### src/rtl/xfer_pkg.sv
package xfer_pkg;
  localparam int FLAG_ZERO = 0;
  localparam int FLAG_WRAP = 1;
  localparam int NFLAGS    = 2;
endpackage

### src/rtl/xfer_bytecnt.sv
module xfer_bytecnt #(
  parameter int CNT_W = 24
) (
  input  logic             clk,
  input  logic             rst,
  input  logic             load,
  input  logic [CNT_W-1:0] load_val,
  input  logic             clear,
  input  logic             dec,
  output logic [CNT_W-1:0] cnt,
  output logic             zero,
  output logic             wrap_ev
);
  logic [CNT_W-1:0] cnt_q, cnt_d;
  logic             zero_q;

  always_comb begin
    cnt_d   = cnt_q;
    wrap_ev = 1'b0;
    if (clear)     cnt_d = '0;
    else if (load) cnt_d = load_val;
    else if (dec) begin
      cnt_d   = cnt_q - 1'b1;
      wrap_ev = (cnt_q == '0);
    end
  end

  always_ff @(posedge clk) begin
    if (rst) begin
      cnt_q  <= '0;
      zero_q <= 1'b1;
    end else begin
      cnt_q  <= cnt_d;
      zero_q <= (cnt_d == '0);
    end
  end

  assign cnt  = cnt_q;
  assign zero = zero_q;
endmodule

### src/rtl/xfer_addrctr.sv
module xfer_addrctr #(
  parameter int ADDR_W = 32
) (
  input  logic              clk,
  input  logic              rst,
  input  logic              load,
  input  logic [ADDR_W-1:0] load_val,
  input  logic              inc,
  output logic [ADDR_W-1:0] addr
);
  logic [ADDR_W-1:0] addr_q;

  always_ff @(posedge clk) begin
    if (rst)       addr_q <= '0;
    else if (load) addr_q <= load_val;
    else if (inc)  addr_q <= addr_q + 1'b1;
  end

  assign addr = addr_q;
endmodule

### src/rtl/xfer_intr.sv
module xfer_intr
  import xfer_pkg::*;
(
  input  logic              clk,
  input  logic              rst,
  input  logic              zero_lvl,
  input  logic              wrap_set,
  input  logic              wrap_clr,
  input  logic [NFLAGS-1:0] en,
  output logic              flag_wrap,
  output logic              irq
);
  logic              wrap_q, irq_q;
  logic [NFLAGS-1:0] flags;

  always_comb begin
    flags            = '0;
    flags[FLAG_ZERO] = zero_lvl;
    flags[FLAG_WRAP] = wrap_q;
  end

  always_ff @(posedge clk) begin
    if (rst) begin
      wrap_q <= 1'b0;
      irq_q  <= 1'b0;
    end else begin
      if (wrap_set)      wrap_q <= 1'b1;
      else if (wrap_clr) wrap_q <= 1'b0;
      irq_q <= |(flags & en);
    end
  end

  assign flag_wrap = wrap_q;
  assign irq       = irq_q;
endmodule

### src/rtl/xfer_tracker.sv
module xfer_tracker
  import xfer_pkg::*;
#(
  parameter int CNT_W  = 24,
  parameter int ADDR_W = 32
) (
  input  logic              clk,
  input  logic              rst,
  input  logic              cnt_wr_en,
  input  logic [CNT_W-1:0]  cnt_wr_data,
  input  logic              cnt_clear,
  input  logic              haddr_wr_en,
  input  logic [ADDR_W-1:0] haddr_wr_data,
  input  logic              host_adv,
  input  logic              byte_done,
  input  logic              wrap_clr,
  input  logic [1:0]        irq_en,
  output logic [CNT_W-1:0]  count,
  output logic [ADDR_W-1:0] host_addr,
  output logic [ADDR_W-1:0] shadow_addr,
  output logic              flag_zero,
  output logic              flag_wrap,
  output logic              irq
);
  logic wrap_ev;

  xfer_bytecnt #(.CNT_W(CNT_W)) u_cnt (
    .clk(clk), .rst(rst), .load(cnt_wr_en), .load_val(cnt_wr_data),
    .clear(cnt_clear), .dec(byte_done), .cnt(count), .zero(flag_zero),
    .wrap_ev(wrap_ev)
  );

  xfer_addrctr #(.ADDR_W(ADDR_W)) u_host (
    .clk(clk), .rst(rst), .load(haddr_wr_en), .load_val(haddr_wr_data),
    .inc(host_adv), .addr(host_addr)
  );

  xfer_addrctr #(.ADDR_W(ADDR_W)) u_shadow (
    .clk(clk), .rst(rst), .load(haddr_wr_en), .load_val(haddr_wr_data),
    .inc(byte_done), .addr(shadow_addr)
  );

  xfer_intr u_intr (
    .clk(clk), .rst(rst), .zero_lvl(flag_zero), .wrap_set(wrap_ev),
    .wrap_clr(wrap_clr), .en(irq_en), .flag_wrap(flag_wrap), .irq(irq)
  );
endmodule

### config.mk
export PLATFORM = sky130hd
export DESIGN_NAME = xfer_tracker
export DESIGN_NICKNAME = d
export VERILOG_FILES = /design/src/rtl/xfer_pkg.sv /design/src/rtl/xfer_bytecnt.sv /design/src/rtl/xfer_addrctr.sv /design/src/rtl/xfer_intr.sv /design/src/rtl/xfer_tracker.sv
export SDC_FILE = /design/constraint.sdc
export NUM_CORES = 1
export LEC_CHECK = 0
export BUFFER_PORTS_ARGS = -buffer_cell sky130_fd_sc_hd__clkbuf_2
export CAP_MARGIN = 25
export CORE_ASPECT_RATIO = 1.25
export CORE_UTILIZATION = 50
export CTS_BUF_LIST = sky130_fd_sc_hd__clkbuf_8 sky130_fd_sc_hd__clkbuf_16
export DETAILED_ROUTE_END_ITERATION = 12
export PLACE_DENSITY = 0.77
export SETUP_SLACK_MARGIN = 0.15
export SYNTH_ARGS = -nofsm -noshare
export SYNTH_HDL_FRONTEND = slang
export SYNTH_HIERARCHICAL = 1
export SYNTH_SLANG_ARGS = --single-unit
### constraint.sdc
create_clock -name clk -period 5.16 [get_ports clk]
set_clock_uncertainty 0.05 [all_clocks]
set_input_delay 1.29 -clock clk [delete_from_list [all_inputs] [get_ports clk]]
set_output_delay 1.29 -clock clk [all_outputs]
set_load 0.05 [all_outputs]
Word level (Yosys, flattened, before mapping). Index checks and enable logic that the tools add are counted.

Input port bits: 66. Bits in registers: 91.

Bitwise logic cells: 1. Reductions and logical operators: 6. Multiplexer cells: 12. Add/subtract/negate cells: 3.

Operators by type and width (count): $mux 32 (4); $mux 24 (3); $add 32x1->32 const B (2); $logic_not 24->1 (2); $sub 24x1->24 const B (1); $reduce_bool 2->1 (3); $mux 1 (5); $and 2x2->2 (1); $reduce_or 2->1 (1).

Logic depth before layout (Yosys ltp). Gate-level depths: netlist of the first run.

Depth after elaboration: 5. Depth in mapped cells: 9. Depth with buffers taken out: 9.

By module. Netlist of the first run, hierarchy kept.

By module, submodules not included: xfer_addrctr at u_host (area each 1981.9 um^2, sequential area each 640.6 um^2, times used 1, cells an instance 244); xfer_addrctr at u_shadow (area each 1924.3 um^2, sequential area each 640.6 um^2, times used 1, cells an instance 241); xfer_bytecnt (area each 1654.1 um^2, sequential area each 500.5 um^2, times used 1, cells an instance 206); xfer_intr (area each 70.1 um^2, sequential area each 40.0 um^2, times used 1, cells an instance 7).

Worst setup path before layout of the first run. No wires, ideal clock.

Path kind: input to register. Start: in byte_done. End: reg u_cnt.zero_q (netlist: u_cnt/zero). Data required time: 4.984 ns. Path buffers: 0. Arrival time: 2.908 ns. Library setup time: 0.126 ns. Stages: 7. Setup slack: 2.076 ns. Cells stage by stage: or3b_2 or4_1 a31o_2 o311a_1 and4_1 nand4_2 o41ai_2.

Cells in the longest elaborated chain, start to end: 4.

Ends and longest elaborated chain: start: declaration (line xfer_tracker.sv:15) `input logic byte_done,`; $mux 24 (line xfer_bytecnt.sv:22) `else if (dec) begin`; $mux 24 (line xfer_bytecnt.sv:21) `else if (load) cnt_d = load_val;`; $mux 24 (line xfer_bytecnt.sv:20) `if (clear) cnt_d = '0;`; $logic_not 24->1 (line xfer_bytecnt.sv:34) `zero_q <= (cnt_d == '0);`; end signal: assignment (line xfer_bytecnt.sv:34); end: declaration (line xfer_bytecnt.sv:15) `logic zero_q;`.

Every way passes these cells. A chain may end at the register's enable or synchronous reset.

Worst setup path after layout of the first run. Ends and elaborated chain as after synthesis.

==> results.json, run 1 <==
{
  "h-tree-depth": 3,
  "setup_ws_ns": 1.726,
  "syn_inst": 698,
  "max_freq_mhz": 291.2,
  "maxCapViolCount": 0,
  "vias": 6199,
  "hp-class": "register to register",
  "yosys.cell_types.count": 74,
  "overflow": 0,
  "yosys.area.top_type_share_pct": 32.36,
  "path_class": "primary input to register",
  "dp_hpwl_um": 12880,
  "slew_headroom_pct": 36.42,
  "reg2reg_depth": 9,
  "post-place-ws_ns": 1.451,
  "ant_nets": 0,
  "worstMarginPinSlew_ns": 0.9458,
  "drc": 0,
  "fin_crit_sh_pct": 66.56,
  "io_buffers": 156,
  "drv_slew": 0,
  "ys_seq_area_share_pct": 32.36,
  "clkTransAtPathRegs_ns": 0.07,
  "cts_max_path_buffers": 2,
  "gp_congestion": 0.9571,
  "crit_chain": "clkbuf_2 > nor4b_4 > a31oi_1 > o311ai_0 > a21boi_0 > and4_1 > nand4_2 > o41ai_2",
  "synth_largest_area_cell": "dfxtp_1",
  "drt_iter0_markers": 535,
  "cp_slowest_cell": "o311ai_0",
  "dominantRegCellSynth": "dfxtp_1",
  "reg2reg_slack_ns": 2.37,
  "ys_ff_latch": 91,
  "cts_tree": "built",
  "die_x_um": 96.92,
  "via_per_inst": 6.424,
  "setup_viol": 0,
  "rsz0062_at_grt": "false",
  "outcome": "finished clean",
  "grtUsageTotal_pct": 29.34,
  "grt_pass1_wl_um": 27980,
  "required_ns": 5.36,
  "num-fill-cells": 954,
  "synth.cell_area_mm2": 0.005630,
  "p_leak_nw": 2.686,
  "core_area_mm2": 0.01077,
  "diodes": 0,
  "hold_viol": 0,
  "multi_input_area_mm2": 0.003477,
  "crit_path_start_kind": "primary input",
  "syn_to_final_growth_pct": 19.73,
  "post_cts_buffers": 0,
  "worstSetupStartpoint": "byte_done",
  "fin_tns_setup_ns": 0,
  "cts_root_buf": "clkbuf_16",
  "critPathCaptureType": "register",
  "synthTopCellsByCount": "nor2_1 (92), dfxtp_1 (91), nand2_1 (42), inv_1 (30), clkbuf_1 (29)",
  "drive_gt1_share_pct": 25.09,
  "grt_pass1_vias": 5623,
  "die-area_mm2": 0.01169,
  "hold_path_end": "u_intr/flag_wrap",
  "vdd.ir_drop.worst_mv": 0.2031,
  "regArea_mm2": 0.001822,
  "die_h_um": 120.6,
  "drt-pass1-iter-count": 6,
  "routed_wl_um": 17620,
  "clkSinkCount": 91,
  "pwr_density_cell_mw_per_mm2": 299.9,
  "hold_depth": 2,
  "power_mw": 2.022,
  "synth_edf_count": 0,
  "start_util_pct": 52.26,
  "clock_latency_ns": 0.34,
  "crit_fanout": 21,
  "min_from": "u_intr/flag_wrap",
  "synth_most_common_cell": "nor2_1",
  "ios": 157,
  "holdBufCountCts": 0,
  "async_flop_share_pct": 0,
  "synth.area.top_cells": "dfxtp_1 (32%), nor2_1 (6.1%), a211oi_1 (3.3%)",
  "timing.rr.start": "u_cnt/cnt[0]",
  "ctsResizeCount": 0,
  "period_needed_ns": 3.434,
  "yosys_warnings": 6,
  "nNetsFinal": 897,
  "grt_max_degree": 49,
  "max_stage_delay_ns": 0.42,
  "postSynthAreaPerCell_um2": 8.066,
  "rows": 42,
  "grt_antenna_before_repair": 0,
  "cts_inserted_buffers": 9,
  "timing.rr.end": "u_cnt/zero",
  "syn_nets": 767,
  "cp.arrival_ns": 3.63,
  "routedWlPerCell_um": 18.26
}
==> worst max-delay path: cells and delay by family <==
family | cells | cell delay, ns
AND/OR/NAND/NOR | 3 | 0.80
buffers and inverters | 1 | 0.36
AO/OA/AOI/OAI | 4 | 1.18
==> cells in the final DEF (no fill, tap or decap), types with 11 or more instances in the layout <==
cell type	netlist	layout
a211oi_1	25	25
a21oi_1	17	17
a311oi_1	21	21
and3_1	12	12
and4_1	11	11
clkbuf_2	0	156
dfxtp_1	91	91
inv_1	30	30
nand2_1	42	42
nand3_1	28	28
nand4_1	23	23
nor2_1	92	92
nor3_1	21	21
nor4_1	20	20
o21ai_0	20	20
o31ai_1	16	16
or3_1	12	12
or4_1	22	22
xnor2_1	18	18
xor2_1	20	20
==> per-layer routing <==
layer / global-route usage (%) / vias to the layer above / wire, µm
met2: 50.84 / 307 / 8584
met1: 35.63 / 2925 / 7221
met5: 0 / - / 0
met4: 11.75 / 0 / 478
li1: - / 2926 / -
met3: 5.665 / 41 / 1337
==> worst max-delay path by stage <==
stage / to / slack (ns) / cells after the start
global placement: u_cnt/zero / 1.51 / 8
detailed placement: u_cnt/zero / 1.45 / 8
floorplan: u_cnt/zero / 2.08 / 7
CTS: u_cnt/zero / 1.80 / 8
global route: u_cnt/zero / 1.55 / 8
finish: u_cnt/zero / 1.73 / 8
==> sequential cells by signal, indices dropped and copies added (netlist names) <==
| signal | count |
|---|---|
| u_host/addr | 32 |
| u_shadow/addr | 32 |
| u_cnt/cnt | 24 |
| u_cnt/zero | 1 |
| u_intr/flag_wrap | 1 |
| u_intr/irq | 1 |
==> power by group <==
group          leakage (nW)  internal, mW  switching (mW)
clock network         0.157         0.429           0.303
logic                  1.78         0.140           0.328
registers             0.753         0.748          0.0735
==> area by class of cell <==
class | instances | area share (%)
Clock inverter | 7 | 1.466
Clock buffer | 9 | 3.341
Sequential cell | 91 | 27.02
Tap cell | 132 | 2.450
Multi-Input combinational cell | 531 | 51.58
Timing Repair Buffer | 163 | 12.36
Inverter | 32 | 1.782
==> per-stage QoR <==
step	instance area (µm²)	hold WS (ns)	std cells	util (%)
after global routing	6741	0.5009	965	62.58
after floorplan	5630	0.6700	698	-
final	6741	0.4588	965	62.58
after global placement	6417	0.4431	949	59.57
after detailed placement	6417	0.4507	949	59.57
after CTS	6741	0.4618	965	62.58
==> kinds of logic (layout without fill, tap and decap cells) <==
group           count (synthesis)  in the layout  synth area share, %
compound gates                155            155                20.85
xor+xnor                       38             38                5.911
fa+ha+maj                       3              3               0.6667
buf+inv                        76            211                5.889
flops                          91             91                32.36
mux                             4              4               0.7111
simple gates                  331            331                33.62
Note: power is estimated with default switching activity, not from simulation.
==> inputs of run 2 (changes only) <==
clock period = 3.4 ns   (was 5.16 ns; I/O delays follow)
==> run 2 against run 1 <==
Against the previous run:
- combinational power increased by 53%
- hold slack gained 0.0098 ns
- setup slack worse by 1.1 ns
- core utilization up 0.41 points
- sequential power up 52%
- largest cell class unchanged
==> results.json, run 2 (synthesized netlist as in run 1, its figures left out) <==
{
  "fin_tns_setup_ns": 0,
  "routed_wl_um": 17610,
  "clock_latency_ns": 0.34,
  "syn_to_final_growth_pct": 20.51,
  "ios": 157,
  "grt_pass1_wl_um": 27950,
  "cts_inserted_buffers": 9,
  "final_cell_mix": "clkbuf_2 (156), nor2_1 (92), dfxtp_1 (91)",
  "crit_path_start_kind": "register",
  "io_buffers": 156,
  "outcome": "finished clean",
  "cp.arrival_ns": 2.96,
  "worstMarginPinSlew_ns": 0.7008,
  "stdcell_area_mm2": 0.006785,
  "timing.rr.start": "u_cnt/cnt[0]",
  "hp-class": "register to register",
  "pwr_density_cell_mw_per_mm2": 453.0,
  "drt-pass1-iter-count": 5,
  "core_area_mm2": 0.01077,
  "p_leak_nw": 2.713,
  "post-place-ws_ns": 0.3975,
  "vdd.ir_drop.worst_mv": 0.2402,
  "dp_hpwl_um": 13190,
  "period_needed_ns": 2.768,
  "die-area_mm2": 0.01169,
  "hold_viol": 0,
  "routedWlPerCell_um": 18.15,
  "die_x_um": 96.92,
  "drc": 0,
  "drive_gt1_share_pct": 25.54,
  "grtUsageTotal_pct": 29.35,
  "die_h_um": 120.6,
  "timing.rr.end": "u_cnt/zero",
  "holdBufCountCts": 0,
  "final_common_cell": "clkbuf_2",
  "path_class": "register to register",
  "cts_root_buf": "clkbuf_16",
  "grt_max_degree": 52,
  "rows": 42,
  "drt_iter0_markers": 538,
  "ant_nets": 0,
  "crit_end": "u_cnt/zero",
  "start_util_pct": 52.26,
  "critPathCaptureType": "register",
  "nNetsFinal": 902,
  "vias": 6233,
  "rsz0062_at_grt": "false",
  "cts_max_path_buffers": 2,
  "fin_crit_sh_pct": 81.40,
  "grt_antenna_before_repair": 0,
  "via_per_inst": 6.426,
  "worstSetupStartpoint": "u_cnt/cnt[0]",
  "slew_headroom_pct": 52.85,
  "maxCapViolCount": 0,
  "diodes": 0,
  "grt_pass1_vias": 5633,
  "clkSinkCount": 91,
  "fin_cells": 970,
  "power_mw": 3.074,
  "gp_congestion": 0.9450,
  "reg2reg_depth": 9,
  "setup_ws_ns": 0.6324,
  "reg2reg_slack_ns": 0.63,
  "crit_fanout": 7,
  "max_freq_mhz": 361.3,
  "dpl-instance-area_mm2": 0.006455,
  "required_ns": 3.59,
  "setup_viol": 0,
  "overflow": 0,
  "ctsResizeCount": 0,
  "post_cts_buffers": 0,
  "dpl.cell_count": 954,
  "drv_slew": 0,
  "h-tree-depth": 3,
  "clkTransAtPathRegs_ns": 0.07,
  "cts_tree": "built"
}
[run 2: cell count changes in the layout (fill, tap and decap cells not counted)]
cell,change
buf_4,+5
clkinv_2,-1
inv_8,+1
[run 2: worst min-delay path by stage]
stage,from,to,slack [ns],cells past startpoint
2_1_floorplan,u_intr/flag_wrap,u_intr/flag_wrap,0.67,2
3_3_place_gp,u_intr/flag_wrap,u_intr/flag_wrap,0.44,2
3_5_place_dp,u_intr/flag_wrap,u_intr/flag_wrap,0.46,2
4_1_cts,u_intr/flag_wrap,u_intr/flag_wrap,0.47,2
5_1_grt,u_intr/flag_wrap,u_intr/flag_wrap,0.50,2
6_report,u_intr/flag_wrap,u_intr/flag_wrap,0.47,2
[run 2: final cells by class]
type,instances,area [µm²]
clock buffer,9,225.2
clock inverter,7,105.1
fill,946,3988
inverter,32,120.1
multi-input combinational,531,3477
sequential,91,1822
tap,132,165.2
timing repair buffer,168,870.8
[run 2: per-stage QoR]
stage                     utilization (%)  hold slack, ns
final                               62.98          0.4686
after floorplan                         -          0.6700
after CTS                           62.98          0.4687
after global routing                62.98          0.4976
after detailed placement            59.92          0.4589
after global placement              59.92          0.4429
[run 2: layer usage]
| metal | up-vias | track usage (%) | part of all wire [%] |
|---|---|---|---|
| met5 | - | 0 | 0 |
| met1 | 2923 | 35.88 | 39 |
| li1 | 2927 | - | - |
| met2 | 326 | 49.47 | 49 |
| met4 | 0 | 13.81 | 3.2 |
| met3 | 57 | 5.838 | 7.9 |
[run 2: power by group]
group | leakage (nW) | internal, mW | total (mW) | switching (mW)
logic | 1.80 | 0.214 | 0.714 | 0.500
registers | 0.753 | 1.14 | 1.25 | 0.111
clock network | 0.159 | 0.658 | 1.11 | 0.456
[run 2: worst max-delay path: stages (launching register included)]
cell and delay (ns):
dfxtp_1 0.38, inv_1 0.08, ha_1 0.21, nor2b_1 0.41
nand4_2 0.27, or4_1 0.45, o2111ai_1 0.14, o311a_1 0.22
nand4_2 0.11, o41ai_2 0.34
==> inputs of run 3 (changes only) <==
ABC_AREA = 1   (was not set)
PLACE_DENSITY = 0.76   (was 0.77)
clock period = 2.6 ns   (was 3.4 ns; I/O delays follow)
==> run 3 against run 2 <==
Against the previous run:
- core utilization decreased by 1.3 points
- sequential share of layout area fell by 2.8 points
- largest cell class unchanged
- power up 28%
- combinational power is 36% higher
- hold slack got worse by 0.051 ns
- critical path depth is 6 higher
- global-route usage grew 1.3 points
- clock power is 22% higher
- non-clock buffer count shrank 1
- fmax up 37%
- first-iteration DRC count fell by 7.1%
- setup slack got worse by 0.060 ns
==> results.json, run 3 <==
{
  "die-area_mm2": 0.01314,
  "synth_largest_area_cell": "dfxtp_1",
  "drc": 0,
  "io_buffers": 156,
  "die_h_um": 127.9,
  "syn_nets": 1091,
  "overflow": 0,
  "power_frac_seq_pct": 40.9,
  "h-tree-depth": 3,
  "ant_nets": 0,
  "start_util_pct": 51.67,
  "routed_wl_um": 19810,
  "hold_viol": 0,
  "combPwrFrac_pct": 24.7,
  "clock_latency_ns": 0.34,
  "rsz0062_at_grt": "false",
  "cp.arrival_ns": 2.26,
  "grtUsageTotal_pct": 30.62,
  "grt_max_degree": 48,
  "dominantRegCellSynth": "dfxtp_1",
  "pwr_density_cell_mw_per_mm2": 517.5,
  "synth.area.top_cells": "dfxtp_1 (29%), nand2_1 (17%), nor2_1 (9.9%)",
  "die_x_um": 102.7,
  "syn_inst": 1022,
  "final_util_pct": 61.73,
  "fin_crit_sh_pct": 77.97,
  "grt_pass1_wl_um": 31190,
  "synthTopCellsByCount": "nand2_1 (282), nor2_1 (167), nand3_1 (112), dfxtp_1 (91), inv_1 (84)",
  "final_cell_mix": "nand2_1 (282), nor2_1 (166), clkbuf_2 (155)",
  "drt-pass1-iter-count": 5,
  "p_clk_share_pct": 34.4,
  "yosys.cell_types.count": 35,
  "setup_ws_ns": 0.5728,
  "hp-class": "register to register",
  "cts_root_buf": "clkbuf_16",
  "clkTransAtPathRegs_ns": 0.06,
  "synth_most_common_cell": "nand2_1",
  "critPathCaptureType": "register",
  "required_ns": 2.83,
  "outcome": "finished clean",
  "vdd.ir_drop.worst_mv": 0.2894,
  "cts_max_path_buffers": 2,
  "max_stage_delay_ns": 0.42,
  "holdBufCountCts": 0,
  "syn_to_final_growth_pct": 19.47,
  "setup_viol": 0,
  "crit_chain": "inv_1 > ha_1 > nand2_2 > clkinv_2 > nand3_1 > nand3_1 > nand2_1 > inv_1 > nor2_1 > nand3_1 > nor2_1 > nand2_1 > nor2_1 > nand2_1 > nand2_1",
  "worstMarginPinSlew_ns": 0.4717,
  "ios": 157,
  "grt_antenna_before_repair": 0,
  "period_needed_ns": 2.027,
  "p_switching_mw": 1.357,
  "p_leak_nw": 3.416,
  "crit_fanout": 4,
  "post_cts_buffers": 0,
  "gp_congestion": 0.9254,
  "drt_iter0_markers": 500,
  "stdcell_area_mm2": 0.007577,
  "dp_hpwl_um": 15330,
  "vias": 7201,
  "nNetsFinal": 1236,
  "slew_headroom_pct": 68.55,
  "ys_ff_latch": 91,
  "fin_tns_setup_ns": 0,
  "post-place-ws_ns": 0.3233,
  "core_area_mm2": 0.01227,
  "cts_tree": "built",
  "p_sw_share_pct": 34.61,
  "dpl-instance-area_mm2": 0.007276,
  "postSynthAreaPerCell_um2": 6.206,
  "rows": 45,
  "crit_path_start_kind": "register",
  "routedWlPerCell_um": 14.85,
  "diodes": 0,
  "maxCapViolCount": 0,
  "synth.cell_area_mm2": 0.006342,
  "drive_gt1_share_pct": 23.42,
  "grt_pass1_vias": 6457,
  "via_per_inst": 5.398,
  "clkSinkCount": 91,
  "power.internal_mw": 2.564,
  "max_freq_mhz": 493.3,
  "final_common_cell": "nand2_1",
  "power_mw": 3.921,
  "async_flop_share_pct": 0,
  "cp_slowest_cell": "dfxtp_1",
  "ys_seq_area_share_pct": 28.72,
  "cts_inserted_buffers": 9,
  "drv_slew": 0,
  "synth_edf_count": 0,
  "ctsResizeCount": 0,
  "cpMostUsedCell": "nand2_1",
  "yosys.area.top_type_share_pct": 28.72,
  "path_class": "register to register",
  "yosys_warnings": 6
}
run 3: cell types whose count changed after synthesis, moves of 19 or more:
cell,previous run,this run
a21oi_1,17,50
nor2_1,92,167
a311oi_1,21,0
nor2_2,0,19
or4_1,22,0
a211oi_1,25,0
a22oi_1,1,47
nor2_4,0,25
nand3_1,28,112
nand2_1,42,282
nor3_1,21,1
nor4_1,20,0
inv_1,30,84
run 3: layout make-up:
type	count	area (µm²)
fill	1287	4697
tap	164	205.2
multi-input combinational	802	4010
clock inverter	2	35.03
clock buffer	12	266.5
inverter	96	362.8
sequential	91	1822
timing repair buffer	167	875.8
run 3: final timing paths:
kind                      from          to  slack [ns]  depth (start not counted)
setup / recovery  u_cnt/cnt[0]  u_cnt/zero        0.57                         15
hold / removal      u_cnt/zero  u_intr/irq        0.42                          2
setup reg to reg  u_cnt/cnt[0]  u_cnt/zero        0.57                         15
hold reg to reg     u_cnt/zero  u_intr/irq        0.42                          2
run 3: power by group through the flow:
stage | Clock (mW) | Sequential [mW] | Combinational [mW]
finish | 1.35 | 1.60 | 0.969
global route | 1.44 | 1.62 | 1.05
CTS | 1.38 | 1.60 | 0.964
detailed placement | 0 | 1.63 | 0.961
global placement | 0 | 1.63 | 0.955
floorplan | 0 | 1.87 | 0.437
run 3: cell families (layout without fill, tap and decap cells):
kind of cell | count (synthesis) | count (layout) | synth area share [%]
buffers and inverters | 129 | 277 | 8.088
adders and majority gates | 3 | 3 | 0.5919
DFF | 91 | 91 | 28.72
and+or+nand+nor | 652 | 652 | 47.37
AOI/OAI and AO/OA | 126 | 126 | 12.33
xor gates and xnor gates | 21 | 21 | 2.900
run 3: worst max-delay path, delay by kind of cell, from the launching register on:
kind | cells | cell delay [ns]
flip-flops | 1 | 0.42
buffers and inverters | 3 | 0.21
adder cells (fa/ha/maj) | 1 | 0.24
AND/OR/NAND/NOR | 11 | 1.04
run 3: layer usage:
| layer | global-route usage (%) | share of wire (%) |
|---|---|---|
| met3 | 6.161 | 7.9 |
| met2 | 51.69 | 49 |
| met1 | 35.13 | 38 |
| met5 | 0 | 0 |
| met4 | 18.48 | 5.1 |
run 3: stage by stage:
stage,hold WS (ns),std cells
floorplan,0.6207,1022
global placement,0.4071,1320
detailed placement,0.4037,1320
CTS,0.4164,1334
global route,0.4400,1334
finish,0.4180,1334
